<file path="src/rtl/gpo_pkg.sv">
package gpo_pkg;
  typedef enum logic [1:0] {
    GPO_DIRECT     = 2'b00,
    GPO_DECODE     = 2'b01,
    GPO_DECODE_RD  = 2'b10,
    GPO_DIRECT_ALT = 2'b11
  } gpo_mode_e;

  // Active-low pin level from a raw condition: asserted means pin low.
  function automatic logic active_low(input logic asserted);
    return ~asserted;
  endfunction
endpackage

</file>
<file path="src/rtl/gpo_ctrl_reg.sv">
module gpo_ctrl_reg #(
  parameter int REG_W = 8
) (
  input  logic             clk,
  input  logic             rst_n,
  input  logic             we,
  input  logic [REG_W-1:0] wdata,
  output logic [REG_W-1:0] q
);
  localparam logic [REG_W-1:0] RESET_VAL = '0;

  always_ff @(posedge clk or negedge rst_n) begin
    if (!rst_n)  q <= RESET_VAL;
    else if (we) q <= wdata;
  end
endmodule

</file>
<file path="src/rtl/gpo_addr_cmp.sv">
module gpo_addr_cmp #(
  parameter int CMP_W = 7
) (
  input  logic [CMP_W-1:0] addr,
  input  logic [CMP_W-1:0] key,
  input  logic             rd_n,
  output logic             hit_raw,
  output logic             hit_rd
);
  logic [CMP_W-1:0] bit_eq;

  // Per-line equality, reduced below.
  for (genvar i = 0; i < CMP_W; i++) begin : g_eq
    assign bit_eq[i] = ~(addr[i] ^ key[i]);
  end

  function automatic logic all_set(input logic [CMP_W-1:0] v);
    return &v;
  endfunction

  assign hit_raw = all_set(bit_eq);
  assign hit_rd  = hit_raw & ~rd_n;
endmodule

</file>
<file path="src/rtl/gpo_out_mux.sv">
module gpo_out_mux
  import gpo_pkg::*;
(
  input  gpo_mode_e mode,
  input  logic      direct_bit,
  input  logic      hit_raw,
  input  logic      hit_rd,
  output logic      pin
);
  always_comb begin
    unique case (mode)
      GPO_DECODE:    pin = active_low(hit_raw);
      GPO_DECODE_RD: pin = active_low(hit_rd);
      default:       pin = active_low(direct_bit);
    endcase
  end
endmodule

</file>
<file path="src/rtl/gpo_pin_ctrl.sv">
module gpo_pin_ctrl
  import gpo_pkg::*;
#(
  parameter int CMP_W = 7
) (
  input  logic             clk,
  input  logic             rst_n,
  input  logic             cfg_we,
  input  logic [CMP_W:0]   cfg_wdata,
  input  logic [1:0]       mode_sel,
  input  logic             dir_out,
  input  logic [CMP_W-1:0] sa_addr,
  input  logic             io_rd_n,
  output logic             pin_o,
  output logic             pin_oe
);
  localparam int REG_W = CMP_W + 1;

  logic [REG_W-1:0] ctrl_q;
  logic             addr_hit;
  logic             addr_hit_rd;
  gpo_mode_e        mode;

  assign mode = gpo_mode_e'(mode_sel);

  gpo_ctrl_reg #(.REG_W(REG_W)) u_reg (
    .clk   (clk),
    .rst_n (rst_n),
    .we    (cfg_we),
    .wdata (cfg_wdata),
    .q     (ctrl_q)
  );

  gpo_addr_cmp #(.CMP_W(CMP_W)) u_cmp (
    .addr    (sa_addr),
    .key     (ctrl_q[CMP_W-1:0]),
    .rd_n    (io_rd_n),
    .hit_raw (addr_hit),
    .hit_rd  (addr_hit_rd)
  );

  gpo_out_mux u_mux (
    .mode       (mode),
    .direct_bit (ctrl_q[CMP_W]),
    .hit_raw    (addr_hit),
    .hit_rd     (addr_hit_rd),
    .pin        (pin_o)
  );

  assign pin_oe = dir_out;
endmodule

</file>
<file path="config.mk">
export PLATFORM = sky130hd
export DESIGN_NAME = gpo_pin_ctrl
export DESIGN_NICKNAME = d
export VERILOG_FILES = /design/src/rtl/gpo_pkg.sv /design/src/rtl/gpo_ctrl_reg.sv /design/src/rtl/gpo_addr_cmp.sv /design/src/rtl/gpo_out_mux.sv /design/src/rtl/gpo_pin_ctrl.sv
export SDC_FILE = /design/constraint.sdc
export NUM_CORES = 1
export LEC_CHECK = 0
export BUFFER_PORTS_ARGS = -buffer_cell sky130_fd_sc_hd__buf_2
export CORE_AREA = 4 4 41 43
export DETAILED_ROUTE_END_ITERATION = 8
export DIE_AREA = 0 0 45 47
export SKIP_CTS_REPAIR_TIMING = 1
export SLEW_MARGIN = 40
export SYNTH_ARGS = -nofsm -noshare
export SYNTH_HDL_FRONTEND = slang
export SYNTH_SLANG_ARGS = --single-unit
</file>
<file path="constraint.sdc">
create_clock -name clk -period 2.4 [get_ports clk]
set_input_delay 0.12 -clock clk [delete_from_list [all_inputs] [get_ports clk]]
set_output_delay 0.12 -clock clk [all_outputs]
set_load 0.01 [all_outputs]
</file>
==> results.py, run 1 <==
metrics = {
    "logic_synthesis": {
        "synthCells": 35,
        "yosys_warnings": 0,
        "syn_avg_cell_area_um2": 12.3,
        "synthTopCellsByArea": "dfrtp_1 (47%), mux2_2 (21%), xnor2_1 (14%)",
        "async_reset_ff_share_pct": 100,
        "ys_ff_latch": 8,
        "synth-main-ff-cell": "dfrtp_1",
        "synth_area_leader_cell": "dfrtp_1",
        "yosys.area.top_type_share_pct": 46.5,
        "synth.cell_area_um2": 430,
        "synth-edff-count": 0,
        "syn_nets": 59,
        "ys_types": 11,
        "seq_area_frac_synth_pct": 46.5,
        "synth_commonest_cells": "dfrtp_1 (8), mux2_2 (8), xnor2_1 (7), inv_1 (3)",
    },
    "critical_path": {
        "reg2reg_from": "u_reg.q[3]",
        "crit_required_ns": 2.28,
        "arrival_ns": 1.27,
        "critPathLaunchType": "flip-flop",
        "crit_path_max_fanout": 2,
        "crit_type": "reg -> out",
        "startpoint": "u_reg.q[1]",
        "worstSetupEndpointType": "primary output",
    },
    "routing": {
        "wirelength_um": 786,
        "routed_via_density": 4.45,
        "dr_total_vias": 325,
        "drt-initial-drc-count": 0,
        "drcViolationCount": 0,
        "wl_per_cell_um": 10.8,
        "ant_nets": 0,
        "first_pass_iters": 1,
    },
    "clock_network": {
        "clk_pin_slew_ns": 0.05,
        "clock-sinks": 8,
        "clk_path_buf_depth": 2,
        "cts_buffers": 3,
        "cts_root_buf": "clkbuf_4",
        "cts_max_level": 1,
        "clock_latency_ns": 0.24,
        "tritoncts": "yes",
    },
    "layout": {
        "num_antenna_cells": 0,
        "layout.cells.non_filler": 73,
        "largest_reg_flops": 8,
        "syn2layout_area_growth_pct": 33.4,
        "drive_gt1_share_pct": 55.2,
        "layout.nets": 84,
        "regMostFlops": "u_reg.q",
        "reg_top3": "u_reg.q: 8 flops",
    },
    "floorplanning": {
        "dieArea_um2": 2120,
        "start_util_pct": 33.1,
        "core-area_um2": 1300,
        "die_y_um": 47,
        "io_pins": 24,
        "row_count": 13,
        "die_x_um": 45,
    },
    "sta": {
        "setup_viol": 0,
        "maxClockFrequency_ghz": 0.720,
        "hold_violations": 0,
        "tightest_slew_ns": 0.180,
        "fin_crit_sh_pct": 57.8,
        "fin_crit_ns": 1.39,
        "setup_ws_ns": 1.01,
        "drv_slew": 0,
        "fin_tns_setup_ns": 0,
        "hold_ws_ns": 0.108,
        "grt_setup_unrepaired": "false",
        "fin_skew_ns": 0,
        "max-slew-margin-rel_pct": 88.0,
    },
    "pwr": {
        "power.leakage_nw": 0.277,
        "p_sw_share_pct": 22.7,
        "peakVddDrop_uv": 292,
        "pwr-share-seq_pct": 49.3,
        "p_switching_w": 0.0000723,
        "powerDensity_nw_per_um2": 556,
        "p_int_w": 0.000247,
        "power_w": 0.000319,
        "pwr-share-comb_pct": 20.4,
        "clkPwrFrac_pct": 30.3,
    },
    "placed_design": {
        "dp.cells": 69,
        "io_buffers": 21,
        "pre_cts_slack_ns": 1.25,
        "dp_hpwl_um": 708,
        "routabilityCongestion": 0.632,
    },
    "grt": {
        "overflow": 0,
        "grt_pass1_vias": 326,
        "grt_pass1_wl_um": 1260,
        "antenna_found_initial": 0,
        "grt_max_degree": 9,
        "track_usage_pct": 8.38,
    },
    "worst_hold_path": {
        "hp-class": "in -> reg",
        "min_from": "cfg_wdata[6]",
    },
    "job": {
        "cap_violations": 0,
    },
    "status": {
        "outcome": "finished clean",
    },
}
-- worst max-delay path, cell delays in order, from the launching register on --
cell and delay [ns]:
dfrtp_1 0.38, xnor2_1 0.16, nand4_1 0.10, o221ai_1 0.16, o21ai_1 0.09, buf_2 0.14
-- routing by layer --
| metal | global-route usage (%) | wire [um] | part of all wire, % |
|---|---|---|---|
| met5 | 0 | 0 | 0 |
| met2 | 15.0 | 459 | 58 |
| met1 | 8.43 | 292 | 37 |
| met4 | 7.02 | 0 | 0 |
| met3 | 1.53 | 33 | 4.2 |
-- worst paths after layout --
| path | to | slack, ns | cells past startpoint |
|---|---|---|---|
| setup / recovery | pin_o | 1.01 | 5 |
| hold / removal | u_reg.q[6] | 0.11 | 2 |
| setup reg to reg | u_reg.q[3] | 1.63 | 1 |
| hold reg to reg | u_reg.q[7] | 0.50 | 1 |
| max in group asynchronous | u_reg.q[7] | 1.99 | 2 |
| min in group asynchronous | u_reg.q[5] | 0.25 | 2 |
-- kinds of logic (layout without fill, tap and decap cells) --
| kind of cell | after synthesis | count (layout) | share of synthesized area, % |
|---|---|---|---|
| XOR/XNOR | 7 | 7 | 14.2 |
| flip-flops | 8 | 8 | 46.5 |
| adder cells (fa/ha/maj) | 2 | 2 | 5.81 |
| multiplexers | 8 | 8 | 20.9 |
| AND/OR/NAND/NOR | 3 | 3 | 3.78 |
| buffers and inverters | 5 | 28 | 5.52 |
| AO/OA/AOI/OAI | 2 | 2 | 3.20 |
-- cells in the final DEF (no fill, tap or decap), drive strengths merged --
| cell | synthesis | routed |
|---|---|---|
| ha | 2 | 2 |
| buf | 2 | 21 |
| clkbuf | 0 | 3 |
| o221ai | 1 | 1 |
| xnor2 | 7 | 7 |
| nand2 | 1 | 1 |
| mux2 | 8 | 8 |
| dfrtp | 8 | 8 |
| dlygate4sd3 | 0 | 1 |
| nand4 | 2 | 2 |
| inv | 3 | 3 |
| o21ai | 1 | 1 |
-- power by group through the flow --
stage	Clock, W	Sequential (W)	Combinational [W]
2_1_floorplan	0	0.000158	0.0000415
3_3_place_gp	0	0.000160	0.0000647
3_5_place_dp	0	0.000160	0.0000656
4_1_cts	0.000102	0.000158	0.0000658
5_1_grt	0.000106	0.000159	0.0000742
6_report	0.0000968	0.000157	0.0000651
-- area by class of cell --
type / count / area, um^2
Clock buffer: 3 / 22.5
Fill cell: 141 / 727
Inverter: 3 / 11.3
Multi-Input combinational cell: 22 / 206
Sequential cell: 8 / 200
Tap cell: 15 / 18.8
Timing Repair Buffer: 22 / 115
-- metrics by stage --
stage	cell area (um^2)	util (%)
6_report	574	44.1
3_5_place_dp	542	41.6
2_1_floorplan	430	-
3_3_place_gp	542	41.6
5_1_grt	574	44.1
4_1_cts	564	43.4
(Power assumes the default switching activity.)
==> run 2: changes to the inputs <==
Clock period 2.4 ns to 1.4 ns, I/O delays scaled along.
==> run 2 against run 1 <==
Against the previous run: clock-buffer cell count unchanged; critical endpoint unchanged; non-clock buffer count is the same; sequential share of layout area fell by 0.45 points; final cell count stayed put; highest routed layer is now met4; wire length up 0.89%; clock power rose by 64%; clock skew did not move; largest power group unchanged.
==> results.py, run 2 (synthesis gave the netlist of run 1 again) <==
metrics = {
    "status": {
        "outcome": "finished clean",
    },
    "floorplanning": {
        "row_count": 13,
        "die_y_um": 47,
        "dieArea_um2": 2120,
        "start_util_pct": 33.1,
        "die_x_um": 45,
        "io_pins": 24,
        "core-area_um2": 1300,
    },
    "worst_hold_path": {
        "min_from": "cfg_wdata[6]",
        "hp-class": "in -> reg",
        "hold_depth": 2,
        "worstHoldEndpoint": "u_reg.q[6]",
    },
    "sta": {
        "grt_setup_unrepaired": "true",
        "fin_crit_sh_pct": 94.9,
        "maxClockFrequency_ghz": 0.752,
        "hold_violations": 0,
        "drv_slew": 0,
        "fin_skew_ns": 0,
        "max-slew-margin-rel_pct": 88.1,
        "tightest_slew_ns": 0.178,
        "fin_crit_ns": 1.33,
        "setup_viol": 0,
        "hold_ws_ns": 0.0611,
    },
    "critical_path": {
        "worstReg2RegEnd": "u_reg.q[6]",
        "crit_type": "reg -> out",
        "crit_path_max_fanout": 2,
        "critPathLaunchType": "flip-flop",
        "cp_num_buf_inv": 1,
        "critPathTopFamily": "flip-flops",
        "arrival_ns": 1.26,
        "reg2reg_from": "u_reg.q[6]",
        "r2r_cells": 1,
        "reg2reg_slack_ns": 0.62,
        "path_cells": "xnor2_1 > nand4_1 > o221ai_1 > o21ai_1 > buf_2",
        "slowest_delay_ns": 0.39,
        "worstSetupEndpointType": "primary output",
        "crit_required_ns": 1.33,
        "cpMaxStageDelayCell": "dfrtp_1",
    },
    "clock_network": {
        "cts_max_level": 1,
        "cts_root_buf": "clkbuf_4",
        "clock_latency_ns": 0.24,
        "cts_buffers": 3,
        "clock-sinks": 8,
        "clk_pin_slew_ns": 0.05,
        "tritoncts": "yes",
        "clk_path_buf_depth": 2,
    },
    "grt": {
        "antenna_found_initial": 0,
        "overflow": 0,
        "grt_pass1_vias": 325,
        "grt_pass1_wl_um": 1260,
        "grt_max_degree": 9,
        "track_usage_pct": 8.62,
    },
    "routing": {
        "drcViolationCount": 0,
        "wirelength_um": 793,
        "drt-initial-drc-count": 0,
        "dr_total_vias": 330,
        "ant_nets": 0,
        "routed_via_density": 4.52,
        "wl_per_cell_um": 10.9,
        "first_pass_iters": 1,
    },
    "pwr": {
        "power.leakage_nw": 0.282,
        "powerDensity_nw_per_um2": 935,
        "peakVddDrop_uv": 671,
    },
    "layout": {
        "reg_top3": "u_reg.q: 8 flops",
        "num_antenna_cells": 0,
        "layout.cells.non_filler": 73,
        "drive_gt1_share_pct": 56.9,
        "layout.nets": 84,
        "layout_common_cells": "buf_2 (21), mux2_2 (8), dfrtp_1 (8), xnor2_1 (6)",
        "final_common_cell": "buf_2",
        "final_util_pct": 44.7,
        "syn2layout_area_growth_pct": 35.2,
        "largest_reg_flops": 8,
        "fin_area_um2": 582,
        "regMostFlops": "u_reg.q",
    },
    "placed_design": {
        "dp.cells": 69,
        "io_buffers": 21,
        "routabilityCongestion": 0.632,
        "place_area_um2": 542,
        "dp_hpwl_um": 716,
    },
    "job": {
        "cap_violations": 0,
    },
}
==> run 2: cell count changes in the layout (fill, tap and decap cells not counted) <==
cell | before | now
xnor2_2 | 0 | 1
xnor2_1 | 7 | 6
==> run 2: metal layers <==
layer  part of all wire, %  global-route usage, %  wire length (um)
met5                     0                      0                 0
met4                   1.3                   5.26                10
met1                    35                   8.67               275
met2                    58                   14.7               460
met3                   6.1                   3.83                48
==> run 2: how the worst max path moves through the flow <==
| stage | from | end | slack (ns) | depth (start not counted) |
|---|---|---|---|---|
| CTS | u_reg.q[6] | pin_o | 0.03 | 5 |
| global route | u_reg.q[1] | pin_o | -0.03 | 5 |
| detailed placement | u_reg.q[6] | pin_o | 0.29 | 5 |
| finish | u_reg.q[3] | pin_o | 0.07 | 5 |
| floorplan | u_reg.q[1] | pin_o | 0.45 | 4 |
| global placement | u_reg.q[6] | pin_o | 0.30 | 5 |
==> run 2: cell type report <==
type | count | area, um^2
flip-flops and latches | 8 | 200
well taps | 15 | 18.8
multi-input cells | 22 | 214
fillers | 146 | 719
repair buffers | 22 | 115
clock buffers | 3 | 22.5
inverters | 3 | 11.3
==> run 2: metrics by stage <==
stage	setup TNS (ns)	worst slack, ns	total power (W)
after global routing	-0.0274	-0.0274	0.000581
after global placement	0	0.297	0.000385
after CTS	0	0.0312	0.000550
final	0	0.0709	0.000544
after floorplan	0	0.452	0.000342
after detailed placement	0	0.292	0.000386
==> run 2: where the power goes <==
| part | internal (W) | switching (W) |
|---|---|---|
| Combinational | 0.0000730 | 0.0000408 |
| Sequential | 0.000255 | 0.0000160 |
| Clock | 0.0000970 | 0.0000621 |
| Total | 0.000425 | 0.000119 |
==> run 3: changes to the inputs <==
Clock period 1.4 ns to 1.71 ns, I/O delays scaled along.
==> run 3 against run 2 <==
Against the previous run: clock power is 14% lower; clock skew stayed put; cell area is 1.3% lower; final cell count stayed put; combinational power is 20% lower; critical path depth stayed put; via count is 1.5% higher; hold slack better by 0.0094 ns; wire length is 3.0% higher; clock-buffer cell count stayed put.
==> results.py, run 3 (synthesis gave the netlist of run 1 again) <==
metrics = {
    "floorplanning": {
        "io_pins": 24,
        "dieArea_um2": 2120,
        "core-area_um2": 1300,
        "die_y_um": 47,
        "row_count": 13,
        "start_util_pct": 33.1,
        "die_x_um": 45,
    },
    "critical_path": {
        "slowest_delay_ns": 0.39,
        "arrival_ns": 1.28,
        "worstSetupEndpointType": "primary output",
        "cpMaxStageDelayCell": "dfrtp_1",
        "crit_path_max_fanout": 2,
        "r2r_cells": 1,
        "reg2reg_from": "u_reg.q[3]",
        "crit_type": "reg -> out",
        "critPathLaunchType": "flip-flop",
        "worstReg2RegEnd": "u_reg.q[3]",
        "reg2reg_slack_ns": 0.94,
        "crit_required_ns": 1.62,
        "path_cells": "xnor2_1 > nand4_1 > o221ai_1 > o21ai_1 > buf_2",
    },
    "worst_hold_path": {
        "hold_depth": 2,
        "worstHoldEndpoint": "u_reg.q[0]",
        "hp-class": "in -> reg",
        "min_from": "cfg_wdata[0]",
    },
    "grt": {
        "overflow": 0,
        "track_usage_pct": 8.94,
        "grt_pass1_vias": 332,
        "antenna_found_initial": 0,
        "grt_pass1_wl_um": 1250,
        "grt_max_degree": 9,
    },
    "clock_network": {
        "clock_latency_ns": 0.25,
        "tritoncts": "yes",
        "clk_path_buf_depth": 2,
        "cts_root_buf": "clkbuf_4",
        "clock-sinks": 8,
        "cts_buffers": 3,
        "cts_max_level": 1,
        "clk_pin_slew_ns": 0.05,
    },
    "pwr": {
        "peakVddDrop_uv": 561,
        "power.leakage_nw": 0.277,
        "powerDensity_nw_per_um2": 782,
    },
    "layout": {
        "layout.nets": 84,
        "reg_top3": "u_reg.q: 8 flops",
        "multi_input_area_um2": 206,
        "fillers": 139,
        "ff_latch_area_um2": 200,
        "regMostFlops": "u_reg.q",
        "final_common_cell": "buf_2",
        "drive_gt1_share_pct": 55.2,
        "fin_area_um2": 574,
        "final_util_pct": 44.1,
        "layout_common_cells": "buf_2 (21), mux2_2 (8), dfrtp_1 (8), xnor2_1 (7)",
        "largest_reg_flops": 8,
        "syn2layout_area_growth_pct": 33.4,
        "layout.cells.non_filler": 73,
        "num_antenna_cells": 0,
    },
    "placed_design": {
        "io_buffers": 21,
        "dp.cells": 69,
        "place_area_um2": 542,
        "routabilityCongestion": 0.632,
        "dp_hpwl_um": 719,
    },
    "sta": {
        "fin_skew_ns": 0,
        "setup_viol": 0,
        "fin_tns_setup_ns": 0,
        "grt_setup_unrepaired": "false",
        "hold_violations": 0,
        "tightest_slew_ns": 0.178,
        "max-slew-margin-rel_pct": 88.1,
        "fin_crit_ns": 1.36,
        "hold_ws_ns": 0.0705,
        "drv_slew": 0,
        "maxClockFrequency_ghz": 0.734,
        "fin_crit_sh_pct": 79.6,
    },
    "routing": {
        "routed_via_density": 4.59,
        "dr_total_vias": 335,
        "wl_per_cell_um": 11.2,
        "first_pass_iters": 1,
        "wirelength_um": 817,
        "drcViolationCount": 0,
        "drt-initial-drc-count": 0,
        "ant_nets": 0,
    },
    "status": {
        "outcome": "finished clean",
    },
    "job": {
        "cap_violations": 0,
    },
}
-- run 3: worst max path at each step --
stage          startpoint  slack, ns    end  cells past startpoint
2_1_floorplan  u_reg.q[1]       0.75  pin_o                      4
5_1_grt        u_reg.q[6]       0.22  pin_o                      5
3_5_place_dp   u_reg.q[6]       0.59  pin_o                      5
6_report       u_reg.q[2]       0.35  pin_o                      5
4_1_cts        u_reg.q[6]       0.31  pin_o                      5
3_3_place_gp   u_reg.q[6]       0.59  pin_o                      5
-- run 3: layout make-up --
class	count	area share, %
Clock buffer	3	3.92
Inverter	3	1.96
Timing Repair Buffer	22	20.0
Sequential cell	8	34.9
Tap cell	15	3.27
Multi-Input combinational cell	22	35.9
-- run 3: worst max-delay path, delay by kind of cell (launching register included) --
kind	cells	cell delay (ns)
flops	1	0.39
compound gates	2	0.25
xor+xnor	1	0.15
buf+inv	1	0.14
simple gates	1	0.10
-- run 3: stage by stage --
step / worst slack [ns] / total power [W]
2_1_floorplan: 0.746 / 0.000280
3_3_place_gp: 0.592 / 0.000315
3_5_place_dp: 0.587 / 0.000317
4_1_cts: 0.313 / 0.000458
5_1_grt: 0.221 / 0.000476
6_report: 0.348 / 0.000449
-- run 3: metal layers --
layer / track usage [%] / share of wire (%) / up-vias
li1: - / - / 166
met1: 7.96 / 34 / 158
met2: 15.0 / 57 / 7
met3: 3.83 / 5.9 / 4
met4: 8.77 / 3.3 / 0
met5: 0 / 0 / -
-- run 3: where the power goes --
group	leakage, nW	switching [W]	internal [W]
clock	0.0138	0.0000569	0.0000798
sequential	0.0935	0.0000123	0.000209
combinational	0.169	0.0000333	0.0000577
